--- config.mk ---
export PLATFORM = sky130hd
export DESIGN_NAME = tok_bridge
export DESIGN_NICKNAME = d
export VERILOG_FILES = /design/src/rtl/tok_bridge_pkg.sv /design/src/rtl/tok_rx.sv /design/src/rtl/tok_queue.sv /design/src/rtl/tok_tx.sv /design/src/rtl/tok_bridge.sv
export SDC_FILE = /design/constraint.sdc
export NUM_CORES = 1
export LEC_CHECK = 0
export ABC_AREA = 1
export BUFFER_PORTS_ARGS = -buffer_cell sky130_fd_sc_hd__clkbuf_2
export CORE_MARGIN = 3
export CORE_UTILIZATION = 23
export CTS_BUF_LIST = sky130_fd_sc_hd__clkbuf_16
export CTS_CLUSTER_DIAMETER = 120
export DETAILED_ROUTE_END_ITERATION = 8
export SLEW_MARGIN = 40
export SYNTH_ARGS = -nofsm -noshare
export SYNTH_HDL_FRONTEND = slang
export SYNTH_SLANG_ARGS = --single-unit
--- constraint.sdc ---
create_clock -name clk -period 5.6 [get_ports clk]
set_input_delay 1.12 -clock clk [delete_from_list [all_inputs] [get_ports clk]]
set_output_delay 1.12 -clock clk [all_outputs]
set_load 0.005 [all_outputs]
--- src/rtl/tok_bridge_pkg.sv ---
package tok_bridge_pkg;

  typedef enum logic {RX_IDLE, RX_TAIL} rx_state_e;
  typedef enum logic {TX_WAIT, TX_TAIL} tx_state_e;

  // room for another frame once held tokens plus a frame in capture are counted
  function automatic logic has_room(int unsigned held, logic pending, int unsigned cap);
    return (held + 32'(pending)) < cap;
  endfunction

  // ring pointer advance over a depth of slots
  function automatic int unsigned ring_next(int unsigned ptr, int unsigned slots);
    return (ptr + 1 == slots) ? 0 : ptr + 1;
  endfunction

endpackage

--- src/rtl/tok_rx.sv ---
module tok_rx #(
  parameter int BYTE_W = 8
) (
  input  logic                clk,
  input  logic                rst,
  input  logic                start,
  input  logic [BYTE_W-1:0]   data,
  input  logic                ready,
  output logic                accept,
  output logic                push,
  output logic                busy,
  output logic [2*BYTE_W-1:0] push_tok
);
  import tok_bridge_pkg::*;

  rx_state_e           state_q;
  logic [BYTE_W-1:0]   lead_q;

  assign accept   = (state_q == RX_IDLE) && start && ready;
  assign busy     = (state_q == RX_TAIL);
  assign push     = busy;
  assign push_tok = {lead_q, data};

  always_ff @(posedge clk) begin
    if (rst) begin
      state_q <= RX_IDLE;
      lead_q  <= '0;
    end else begin
      if (accept) begin
        lead_q  <= data;
        state_q <= RX_TAIL;
      end else if (busy) begin
        state_q <= RX_IDLE;
      end
    end
  end
endmodule

--- src/rtl/tok_queue.sv ---
module tok_queue #(
  parameter int BYTE_W = 8,
  parameter int TOKENS = 2,
  localparam int TOK_W = 2 * BYTE_W,
  localparam int PTR_W = (TOKENS > 1) ? $clog2(TOKENS) : 1,
  localparam int CNT_W = $clog2(TOKENS + 1)
) (
  input  logic             clk,
  input  logic             rst,
  input  logic             push,
  input  logic [TOK_W-1:0] push_tok,
  input  logic             pop,
  output logic [TOK_W-1:0] head_tok,
  output logic [CNT_W-1:0] count
);
  import tok_bridge_pkg::*;

  logic [TOK_W-1:0] slot_q [TOKENS];
  logic [PTR_W-1:0] wr_q, rd_q;

  generate
    for (genvar g = 0; g < TOKENS; g++) begin : g_slot
      always_ff @(posedge clk) begin
        if (rst) slot_q[g] <= '0;
        else if (push && (int'(wr_q) == g)) slot_q[g] <= push_tok;
      end
    end
  endgenerate

  assign head_tok = slot_q[rd_q];

  always_ff @(posedge clk) begin
    if (rst) begin
      wr_q  <= '0;
      rd_q  <= '0;
      count <= '0;
    end else begin
      if (push) wr_q <= PTR_W'(ring_next(int'(wr_q), TOKENS));
      if (pop)  rd_q <= PTR_W'(ring_next(int'(rd_q), TOKENS));
      case ({push, pop})
        2'b10:   count <= count + 1'b1;
        2'b01:   count <= count - 1'b1;
        default: count <= count;
      endcase
    end
  end
endmodule

--- src/rtl/tok_tx.sv ---
module tok_tx #(
  parameter int BYTE_W = 8
) (
  input  logic                clk,
  input  logic                rst,
  input  logic                have_tok,
  input  logic [2*BYTE_W-1:0] head_tok,
  output logic                trig,
  output logic [BYTE_W-1:0]   data,
  output logic                launch,
  output logic                pop
);
  import tok_bridge_pkg::*;

  tx_state_e state_q;

  always_comb begin
    launch = 1'b0;
    pop    = 1'b0;
    trig   = 1'b0;
    data   = '0;
    if (state_q == TX_WAIT) begin
      if (have_tok) begin
        launch = 1'b1;
        trig   = 1'b1;
        data   = head_tok[2*BYTE_W-1:BYTE_W];
      end
    end else begin
      pop  = 1'b1;
      data = head_tok[BYTE_W-1:0];
    end
  end

  always_ff @(posedge clk) begin
    if (rst)         state_q <= TX_WAIT;
    else if (launch) state_q <= TX_TAIL;
    else if (pop)    state_q <= TX_WAIT;
  end
endmodule

--- src/rtl/tok_bridge.sv ---
module tok_bridge #(
  parameter int BYTE_W       = 8,
  parameter int QUEUE_TOKENS = 2
) (
  input  logic              clk,
  input  logic              rst,
  input  logic              in_start,
  input  logic [BYTE_W-1:0] in_data,
  output logic              in_ready,
  output logic              out_trig,
  output logic [BYTE_W-1:0] out_data
);
  import tok_bridge_pkg::*;

  localparam int TOK_W = 2 * BYTE_W;
  localparam int CNT_W = $clog2(QUEUE_TOKENS + 1);

  logic             rx_accept, rx_push, rx_busy;
  logic [TOK_W-1:0] rx_tok, head_tok;
  logic             tx_launch, tx_pop;
  logic [CNT_W-1:0] q_count;

  assign in_ready = has_room(int'(q_count), rx_busy, QUEUE_TOKENS);

  tok_rx #(.BYTE_W(BYTE_W)) rx_i (
    .clk(clk), .rst(rst), .start(in_start), .data(in_data), .ready(in_ready),
    .accept(rx_accept), .push(rx_push), .busy(rx_busy), .push_tok(rx_tok)
  );

  tok_queue #(.BYTE_W(BYTE_W), .TOKENS(QUEUE_TOKENS)) q_i (
    .clk(clk), .rst(rst), .push(rx_push), .push_tok(rx_tok), .pop(tx_pop),
    .head_tok(head_tok), .count(q_count)
  );

  tok_tx #(.BYTE_W(BYTE_W)) tx_i (
    .clk(clk), .rst(rst), .have_tok(q_count != '0), .head_tok(head_tok),
    .trig(out_trig), .data(out_data), .launch(tx_launch), .pop(tx_pop)
  );
endmodule

==> impl_metrics.env, run 1 <==
export IMPL_path_delay_family="flip-flops"
export IMPL_met1_length_um=1780
export IMPL_rows=34
export IMPL_max_stage_delay_ns=0.75
export IMPL_drtAntennaViolNets=0
export IMPL_synth_top_family_by_area="simple AND/OR/NAND/NOR gates"
export IMPL_synth_edf_count=32
export IMPL_p_leak_uw=0.00100
export IMPL_yosysWarnings=0
export IMPL_grt_pass1_vias=1382
export IMPL_p_sw_uw=231
export IMPL_synthAdderAreaFrac=0.00592
export IMPL_fin_skew_ns=0.00563
export IMPL_cp_slowest_cell="dfxtp_1"
export IMPL_relSlewSlack=0.551
export IMPL_cellPowerDensity_mw_per_mm2=342
export IMPL_wl_met3_um=198
export IMPL_fill_cells=901
export IMPL_drt_wl_total_um=4200
export IMPL_netlist_instances=218
export IMPL_ys_ff_latch=47
export IMPL_tns_ns=0
export IMPL_synth_compound_area_frac=0.0918
export IMPL_synthMostInstantiatedCell="nor2_1"
export IMPL_die_x_um=102
export IMPL_worstPathArrival_ns=1.69
export IMPL_grt_pass1_wl_um=6890
export IMPL_die_y_um=102
export IMPL_synth_largest_area_cell="edfxtp_1"
export IMPL_crit_top_cell="o21ai_0"
export IMPL_status="finished clean"
export IMPL_drv_cap=0
export IMPL_antennaDiodeCount=0
export IMPL_cts_setup_buffers=0
export IMPL_syn_area_mm2=0.00211
export IMPL_htreeDepth=2
export IMPL_required_ns=4.48
export IMPL_seqPwrFrac=0.502
export IMPL_antenna_found_initial=0
export IMPL_clkPwrFrac=0.344
export IMPL_whs_path_depth=2
export IMPL_gp_congestion=0.727
export IMPL_max_freq_mhz=356
export IMPL_min_from="rx_i.lead_q[7]"
export IMPL_grt_ovfl_total=0
export IMPL_period_share=0.501
export IMPL_start_util=0.240
export IMPL_crit_type="flip-flop to output port"
export IMPL_grt_total_usage=0.0897
export IMPL_dp_slack_ns=3.10
export IMPL_crit_path_max_fanout=17
export IMPL_clock_sinks=47
export IMPL_top_layer_used="met4"
export IMPL_synth_fp_nets=230
export IMPL_num_io_pins=21
export IMPL_hold_viol_final=0
export IMPL_wl_per_cell_um=12.0
export IMPL_crit_chain="inv_4 -> o21ai_0 -> o21ai_0 -> clkbuf_2"
export IMPL_syn_avg_cell_area_um2=9.69
export IMPL_syn_to_final_growth_pct=16.3
export IMPL_p_sw_frac=0.275
export IMPL_vias=1412
export IMPL_grt_max_degree=18
export IMPL_cts_hold_buf=0
export IMPL_ys_seq_area_frac=0.597
export IMPL_tightestPinTransition_ns=0.672
export IMPL_hpwl_um=2800
export IMPL_cts_root_buffer="clkbuf_16"
export IMPL_r2r_cells=2
export IMPL_die_area_mm2=0.0104
export IMPL_final_layout_size_suffix_gt1_frac=0.241
export IMPL_finalNetCount=252
export IMPL_synthMuxAreaShare=0
export IMPL_reg2reg_to="q_i.slot_q[1][3]"
export IMPL_synth_top_cells_by_count="nor2_1 (52), edfxtp_1 (32), inv_1 (30), o21ai_0 (24), nor2_2 (19)"
export IMPL_ys_async_sr_fraction=0
export IMPL_grt_setup_unrepaired="false"
export IMPL_dr_pass1_iters=4
export IMPL_drc=0
export IMPL_period_minus_slack_ns=2.81
export IMPL_cp_buffers_inverters=2
export IMPL_ys_types=23
export IMPL_start_kind="flip-flop"
export IMPL_report_final_slew_viol_count=0
export IMPL_netlist_top_cells_area="edfxtp_1 (45%), dfxtp_1 (14%), nor2_1 (9.2%)"
export IMPL_io_buffers=20
export IMPL_peakVddDrop_mv=0.107
export IMPL_crit_path_end_kind="output port"
export IMPL_p_int_uw=609
export IMPL_synth_simple_area_share=0.214
export IMPL_reg2reg_slack_ns=4.05
export IMPL_clk_latency_ns=0.29
export IMPL_r2r_start="rx_i.busy"
export IMPL_vias_per_cell=4.05
export IMPL_path_clk_slew_ns=0.06
export IMPL_synth_flop_cell="edfxtp_1"
export IMPL_cts_buffers=5
export IMPL_min_to="rx_i.lead_q[7]"
export IMPL_cts_buffer_depth=2
export IMPL_synth_xor_area_share=0.00415
export IMPL_yosys_area_top_type_share=0.455
export IMPL_hold_path_class="flip-flop to flip-flop"
export IMPL_coreArea_mm2=0.00881
export IMPL_cts_tree="built"
export IMPL_cts_resized=0
export IMPL_dr_wl_met2_um=2140
export IMPL_postLayoutSetupSlackWorst_ns=2.79
export IMPL_drt_iter0_drc=90
export IMPL_combPwrFrac=0.154
export IMPL_setup_violations=0
[sequential cells by signal, summed over array words and instances (netlist names), named ones only]
register and cells:
tx_i.state_q 1, q_i.wr_q 1, rx_i.busy 1, rx_i.lead_q 8, q_i.rd_q 1, q_i.count 2, q_i.slot_q 32
[through the flow]
step                power [uW]  area [um^2]  utilization  cells  hold slack, ns
floorplan                  517         2110            -    218           0.454
global placement           557         2300        0.262    341           0.466
detailed placement         561         2310        0.262    341           0.472
CTS                        850         2460        0.279    349           0.488
global route               881         2460        0.279    349           0.509
finish                     840         2460        0.279    349           0.482
[worst max path at each step]
stage / start / to / slack [ns] / cells past startpoint
6_report: flip-flop / out_data[1] / 2.79 / 4
5_1_grt: flip-flop / out_data[1] / 2.55 / 4
4_1_cts: flip-flop / out_data[1] / 2.78 / 4
3_5_place_dp: flip-flop / out_data[1] / 3.10 / 4
3_3_place_gp: flip-flop / out_data[1] / 3.11 / 4
2_1_floorplan: rst / q_i.slot_q[0][0] / 3.21 / 3
[layout make-up]
class	count	area, um^2	area share
Clock buffer	5	125	0.0509
Clock inverter	3	20.0	0.00815
Inverter	34	133	0.0540
Multi-Input combinational cell	131	674	0.275
Sequential cell	47	1260	0.513
Tap cell	108	135	0.0550
Timing Repair Buffer	21	108	0.0438
[kinds of logic (layout without fill, tap and decap cells)]
group           after synthesis  in the layout
simple gates                 91             91
fa+ha+maj                     1              1
buf+inv                      40             63
compound gates               38             38
xor+xnor                      1              1
flops                        47             47
[tightest hold or removal path: stages, from the launching register on]
cell and delay, ns:
dfxtp_1 0.32, nor2_1 0.04, nor2_1 0.08
[cells in the final DEF, fill, tap and decap left out, drive strengths merged]
cell type  instances
clkinv             3
nand3              2
dfxtp             15
ha                 1
inv               33
xnor2              1
clkbuf            25
clkinvlp           1
nor2              73
o21ai             27
nand4              1
a21oi             11
buf                1
edfxtp            32
or2                1
nand2             14
[layer usage]
layer | track usage | vias up
li1 | - | 735
met1 | 0.0993 | 653
met5 | 0 | -
met4 | 0.0454 | 0
met2 | 0.156 | 20
met3 | 0.0273 | 4
[power by group through the flow]
stage               sequential (uW)  clock (uW)  combinational, uW
floorplan                       419           0               97.8
global placement                428           0                129
detailed placement              429           0                133
CTS                             421         296                133
global route                    425         307                149
finish                          421         289                130
Note: power is estimated with default switching activity, not from simulation.
==> run 2: changes to the inputs <==
==> constraint.sdc (replaced) <==
create_clock -name clk -period 2.5 [get_ports clk]
set_input_delay 0.5 -clock clk [delete_from_list [all_inputs] [get_ports clk]]
set_output_delay 0.5 -clock clk [all_outputs]
set_load 0.005 [all_outputs]
==> run 2 against run 1 <==
Cell count increased by 0.29%. Largest power group unchanged. Power increased by 120%. Largest cell class unchanged. Flip-flop and latch count unchanged. Die area unchanged. Critical endpoint unchanged.
==> impl_metrics.env, run 2 (synthesized netlist as in run 1, its figures left out) <==
export IMPL_tns_ns=0
export IMPL_period_share=0.882
export IMPL_tightestPinTransition_ns=0.654
export IMPL_antennaDiodeCount=0
export IMPL_period_minus_slack_ns=2.20
export IMPL_antenna_found_initial=0
export IMPL_grt_pass1_wl_um=6950
export IMPL_syn_to_final_growth_pct=15.9
export IMPL_top_regs="q_i.slot_q: 32 flops, rx_i.lead_q: 8 flops, q_i.count: 2 flops"
export IMPL_cts_root_buffer="clkbuf_16"
export IMPL_setup_violations=0
export IMPL_grt_setup_unrepaired="false"
export IMPL_drc=0
export IMPL_vias_per_cell=4.15
export IMPL_gp_congestion=0.727
export IMPL_fin_skew_ns=0.00185
export IMPL_die_area_mm2=0.0104
export IMPL_top_register="q_i.slot_q"
export IMPL_largest_reg_flops=32
export IMPL_crit_path_end_kind="output port"
export IMPL_final_cell_mix="nor2_1 (52), inv_1 (32), edfxtp_1 (32), o21ai_0 (23), clkbuf_2 (20)"
export IMPL_cts_buffer_depth=2
export IMPL_required_ns=2.00
export IMPL_hold_path_class="input pin to flip-flop"
export IMPL_rows=34
export IMPL_wl_per_cell_um=12.1
export IMPL_clk_latency_ns=0.28
export IMPL_htreeDepth=2
export IMPL_status="finished clean"
export IMPL_path_clk_slew_ns=0.06
export IMPL_start_kind="flip-flop"
export IMPL_cts_resized=0
export IMPL_die_x_um=102
export IMPL_fin_util=0.278
export IMPL_cellPowerDensity_mw_per_mm2=756
export IMPL_cts_hold_buf=0
export IMPL_worstPathArrival_ns=1.70
export IMPL_grt_max_degree=18
export IMPL_reg2reg_slack_ns=1.10
export IMPL_crit_type="flip-flop to output port"
export IMPL_vias=1453
export IMPL_num_io_pins=21
export IMPL_grt_ovfl_total=0
export IMPL_final_common_cell="nor2_1"
export IMPL_drt_wl_total_um=4220
export IMPL_cts_setup_buffers=0
export IMPL_max_freq_mhz=454
export IMPL_final_layout_size_suffix_gt1_frac=0.240
export IMPL_io_buffers=20
export IMPL_clock_sinks=47
export IMPL_finalNetCount=253
export IMPL_die_y_um=102
export IMPL_hpwl_um=2880
export IMPL_drt_iter0_drc=60
export IMPL_coreArea_mm2=0.00881
export IMPL_crit_path_max_fanout=17
export IMPL_grt_pass1_vias=1404
export IMPL_peakVddDrop_mv=0.245
export IMPL_p_leak_uw=0.00102
export IMPL_cts_tree="built"
export IMPL_drv_cap=0
export IMPL_dr_pass1_iters=4
export IMPL_grt_total_usage=0.0897
export IMPL_drtAntennaViolNets=0
export IMPL_cts_buffers=5
export IMPL_relSlewSlack=0.563
export IMPL_start_util=0.240
export IMPL_hold_viol_final=0
export IMPL_report_final_slew_viol_count=0
## run 2: cell types whose count changed in the layout (fill, tap and decap cells not counted), sizes merged
cell	change
clkinv	-1
inv	+2
buf	+1
clkinvlp	-1
## run 2: final cells by class
class	instances	area [um^2]
flip-flops and latches	47	1260
fillers	914	6360
clock inverters	3	12.5
well taps	108	135
repair buffers	22	115
multi-input cells	131	667
clock buffers	5	125
inverters	34	133
## run 2: worst paths after layout
path / start / to / cells past startpoint
worst min-delay path: rst / q_i.rd_q / 2
worst min register to register: rx_i.lead_q[1] / rx_i.lead_q[1] / 2
worst max-delay path: flip-flop / out_data[1] / 4
worst max register to register: rx_i.busy / q_i.slot_q[1][6] / 3
## run 2: per-stage QoR
step           area, um^2  setup WS, ns  total power [uW]  hold slack [ns]  instances
6_report             2450         0.296              1850            0.471        350
3_3_place_gp         2310         0.630              1250            0.465        342
3_5_place_dp         2310         0.618              1260            0.475        342
5_1_grt              2450        0.0628              1950            0.477        350
2_1_floorplan        2110         0.298              1160            0.454        218
4_1_cts              2450         0.252              1880            0.470        350
## run 2: power by group
part	leakage [uW]	switching [uW]	internal, uW	total [uW]
Combinational	0.000482	188	101	289
Clock	0.0000762	259	361	620
Sequential	0.000458	47.8	896	943
Total	0.00102	494	1360	1850
## run 2: worst max-delay path: stages (launching register included)
cell and delay (ns):
dfxtp_1 0.74, inv_4 0.19, o21ai_0 0.21, o21ai_0 0.14
clkbuf_2 0.14
## run 2: layer usage
metal / vias up / global-route usage / routed length [um] / part of all wire
met2: 20 / 0.155 / 2140 / 0.51
met4: 0 / 0.0424 / 81 / 0.019
met1: 689 / 0.0986 / 1750 / 0.41
met5: - / 0 / 0 / 0
met3: 4 / 0.0307 / 251 / 0.059
li1: 740 / - / - / -
==> run 3: changes to the inputs <==
--- a/config.mk
+++ b/config.mk
@@ -7,12 +7,12 @@
 export LEC_CHECK = 0
 export ABC_AREA = 1
 export BUFFER_PORTS_ARGS = -buffer_cell sky130_fd_sc_hd__clkbuf_2
-export CORE_MARGIN = 3
+export CORE_MARGIN = 2
 export CORE_UTILIZATION = 23
 export CTS_BUF_LIST = sky130_fd_sc_hd__clkbuf_16
 export CTS_CLUSTER_DIAMETER = 120
 export DETAILED_ROUTE_END_ITERATION = 8
-export SLEW_MARGIN = 40
+export SLEW_MARGIN = 30
 export SYNTH_ARGS = -nofsm -noshare
 export SYNTH_HDL_FRONTEND = slang
 export SYNTH_SLANG_ARGS = --single-unit
==> constraint.sdc (replaced) <==
create_clock -name clk -period 2.5 [get_ports clk]
set_input_delay 0.125 -clock clk [delete_from_list [all_inputs] [get_ports clk]]
set_output_delay 0.125 -clock clk [all_outputs]
set_load 0.005 [all_outputs]
==> run 3 against run 2 <==
First-iteration DRC count down 40%. Count of clock-buffer cells in the layout unchanged. Setup slack better by 0.37 ns. Via count is 1.4% lower. Non-clock buffer count up 1. Clock skew up 0.0023 ns. Maximum frequency rose by 20%. Wire length is 2.7% higher. Critical endpoint is now out_data[5].
==> impl_metrics.env, run 3 (synthesized netlist as in run 1, its figures left out) <==
export IMPL_antenna_found_initial=1
export IMPL_clock_sinks=47
export IMPL_antennaDiodeCount=0
export IMPL_top_register="q_i.slot_q"
export IMPL_period_minus_slack_ns=1.83
export IMPL_setup_violations=0
export IMPL_drtAntennaViolNets=0
export IMPL_grt_pass1_wl_um=7090
export IMPL_final_layout_size_suffix_gt1_frac=0.248
export IMPL_crit_path_max_fanout=17
export IMPL_largest_reg_flops=32
export IMPL_grt_max_degree=18
export IMPL_hpwl_um=2970
export IMPL_fin_util=0.282
export IMPL_grt_pass1_vias=1431
export IMPL_cts_buffer_depth=2
export IMPL_status="finished clean"
export IMPL_dr_pass1_iters=4
export IMPL_relSlewSlack=0.570
export IMPL_syn_to_final_growth_pct=17.5
export IMPL_coreArea_mm2=0.00881
export IMPL_worstPathArrival_ns=1.70
export IMPL_finalInstanceArea_mm2=0.00248
export IMPL_start_kind="flip-flop"
export IMPL_final_cell_mix="nor2_1 (52), edfxtp_1 (32), inv_1 (30), o21ai_0 (23), clkbuf_2 (20)"
export IMPL_die_x_um=99.8
export IMPL_drv_cap=0
export IMPL_tns_ns=0
export IMPL_cts_resized=0
export IMPL_multi_input_area_um2=667
export IMPL_tightestPinTransition_ns=0.644
export IMPL_grt_setup_unrepaired="false"
export IMPL_crit_chain="inv_4 -> o21ai_0 -> o21ai_0 -> clkbuf_2"
export IMPL_whs_ns=0.101
export IMPL_num_io_pins=21
export IMPL_vias=1433
export IMPL_htreeDepth=2
export IMPL_place_area_mm2=0.00232
export IMPL_grt_total_usage=0.0939
export IMPL_die_y_um=99.8
export IMPL_hold_path_class="input pin to flip-flop"
export IMPL_cts_hold_buf=0
export IMPL_period_share=0.732
export IMPL_fin_skew_ns=0.00420
export IMPL_grt_ovfl_total=0
export IMPL_clk_latency_ns=0.28
export IMPL_finalNetCount=254
export IMPL_ff_latch_area_mm2=0.00126
export IMPL_crit_top_cell="o21ai_0"
export IMPL_die_area_mm2=0.00997
export IMPL_drc=0
export IMPL_start_util=0.240
export IMPL_crit_path_end_kind="output port"
export IMPL_cts_buffers=5
export IMPL_report_final_slew_viol_count=0
export IMPL_fill_cells=914
export IMPL_cts_tree="built"
export IMPL_drt_wl_total_um=4330
export IMPL_rows=34
export IMPL_required_ns=2.38
export IMPL_cts_root_buffer="clkbuf_16"
export IMPL_vias_per_cell=4.09
export IMPL_p_leak_uw=0.00102
export IMPL_cp_slowest_cell="dfxtp_1"
export IMPL_max_stage_delay_ns=0.73
export IMPL_drt_iter0_drc=36
export IMPL_gp_congestion=0.724
export IMPL_io_buffers=20
export IMPL_wl_per_cell_um=12.4
export IMPL_final_common_cell="nor2_1"
export IMPL_hold_viol_final=0
export IMPL_crit_type="flip-flop to output port"
export IMPL_top_regs="q_i.slot_q: 32 flops, rx_i.lead_q: 8 flops, q_i.count: 2 flops"
export IMPL_max_freq_mhz=546
export IMPL_cellPowerDensity_mw_per_mm2=796
export IMPL_path_clk_slew_ns=0.06
export IMPL_cts_setup_buffers=0
export IMPL_peakVddDrop_mv=0.283
## run 3: changes by cell type in the layout (fill, tap and decap cells not counted)
cell / delta
inv_1: -2
bufinv_16: +1
clkinvlp_4: +1
buf_4: +1
clkinv_2: -1
## run 3: area by class of cell
type | instances | share of cell area
Timing Repair Buffer | 23 | 0.0494
Clock inverter | 2 | 0.0151
Clock buffer | 5 | 0.0504
Tap cell | 108 | 0.0545
Inverter | 34 | 0.0535
Sequential cell | 47 | 0.508
Multi-Input combinational cell | 131 | 0.269
## run 3: per-layer routing
| layer | global-route usage | wire length [um] |
|---|---|---|
| met4 | 0.0464 | 130 |
| met2 | 0.152 | 2020 |
| met5 | 0 | 0 |
| met1 | 0.111 | 1920 |
| met3 | 0.0320 | 259 |
## run 3: power breakdown
group | switching [uW] | leakage, uW | total (uW) | internal, uW
logic | 191 | 0.000486 | 294 | 103
registers | 49.0 | 0.000458 | 944 | 895
clock network | 271 | 0.0000759 | 737 | 466
## run 3: path summary, 6_finish.rpt
kind | start | endpoint | slack, ns | cells past startpoint
setup / recovery | flip-flop | out_data[5] | 0.67 | 4
hold / removal | rst | q_i.rd_q | 0.10 | 2
setup reg to reg | rx_i.busy | q_i.slot_q[1][15] | 0.93 | 3
hold reg to reg | rx_i.lead_q[5] | rx_i.lead_q[5] | 0.48 | 2
## run 3: per-stage QoR
| stage | cells | setup slack [ns] | power (uW) |
|---|---|---|---|
| after floorplan | 218 | 0.298 | 1160 |
| after global placement | 343 | 0.977 | 1250 |
| after detailed placement | 343 | 0.921 | 1260 |
| after CTS | 350 | 0.650 | 2000 |
| after global routing | 350 | 0.557 | 2070 |
| final | 350 | 0.670 | 1980 |
## run 3: worst max-delay path, delay by kind of cell (launching register included)
family	cells	cell delay [ns]
compound gates	2	0.35
buf+inv	2	0.33
flops	1	0.73
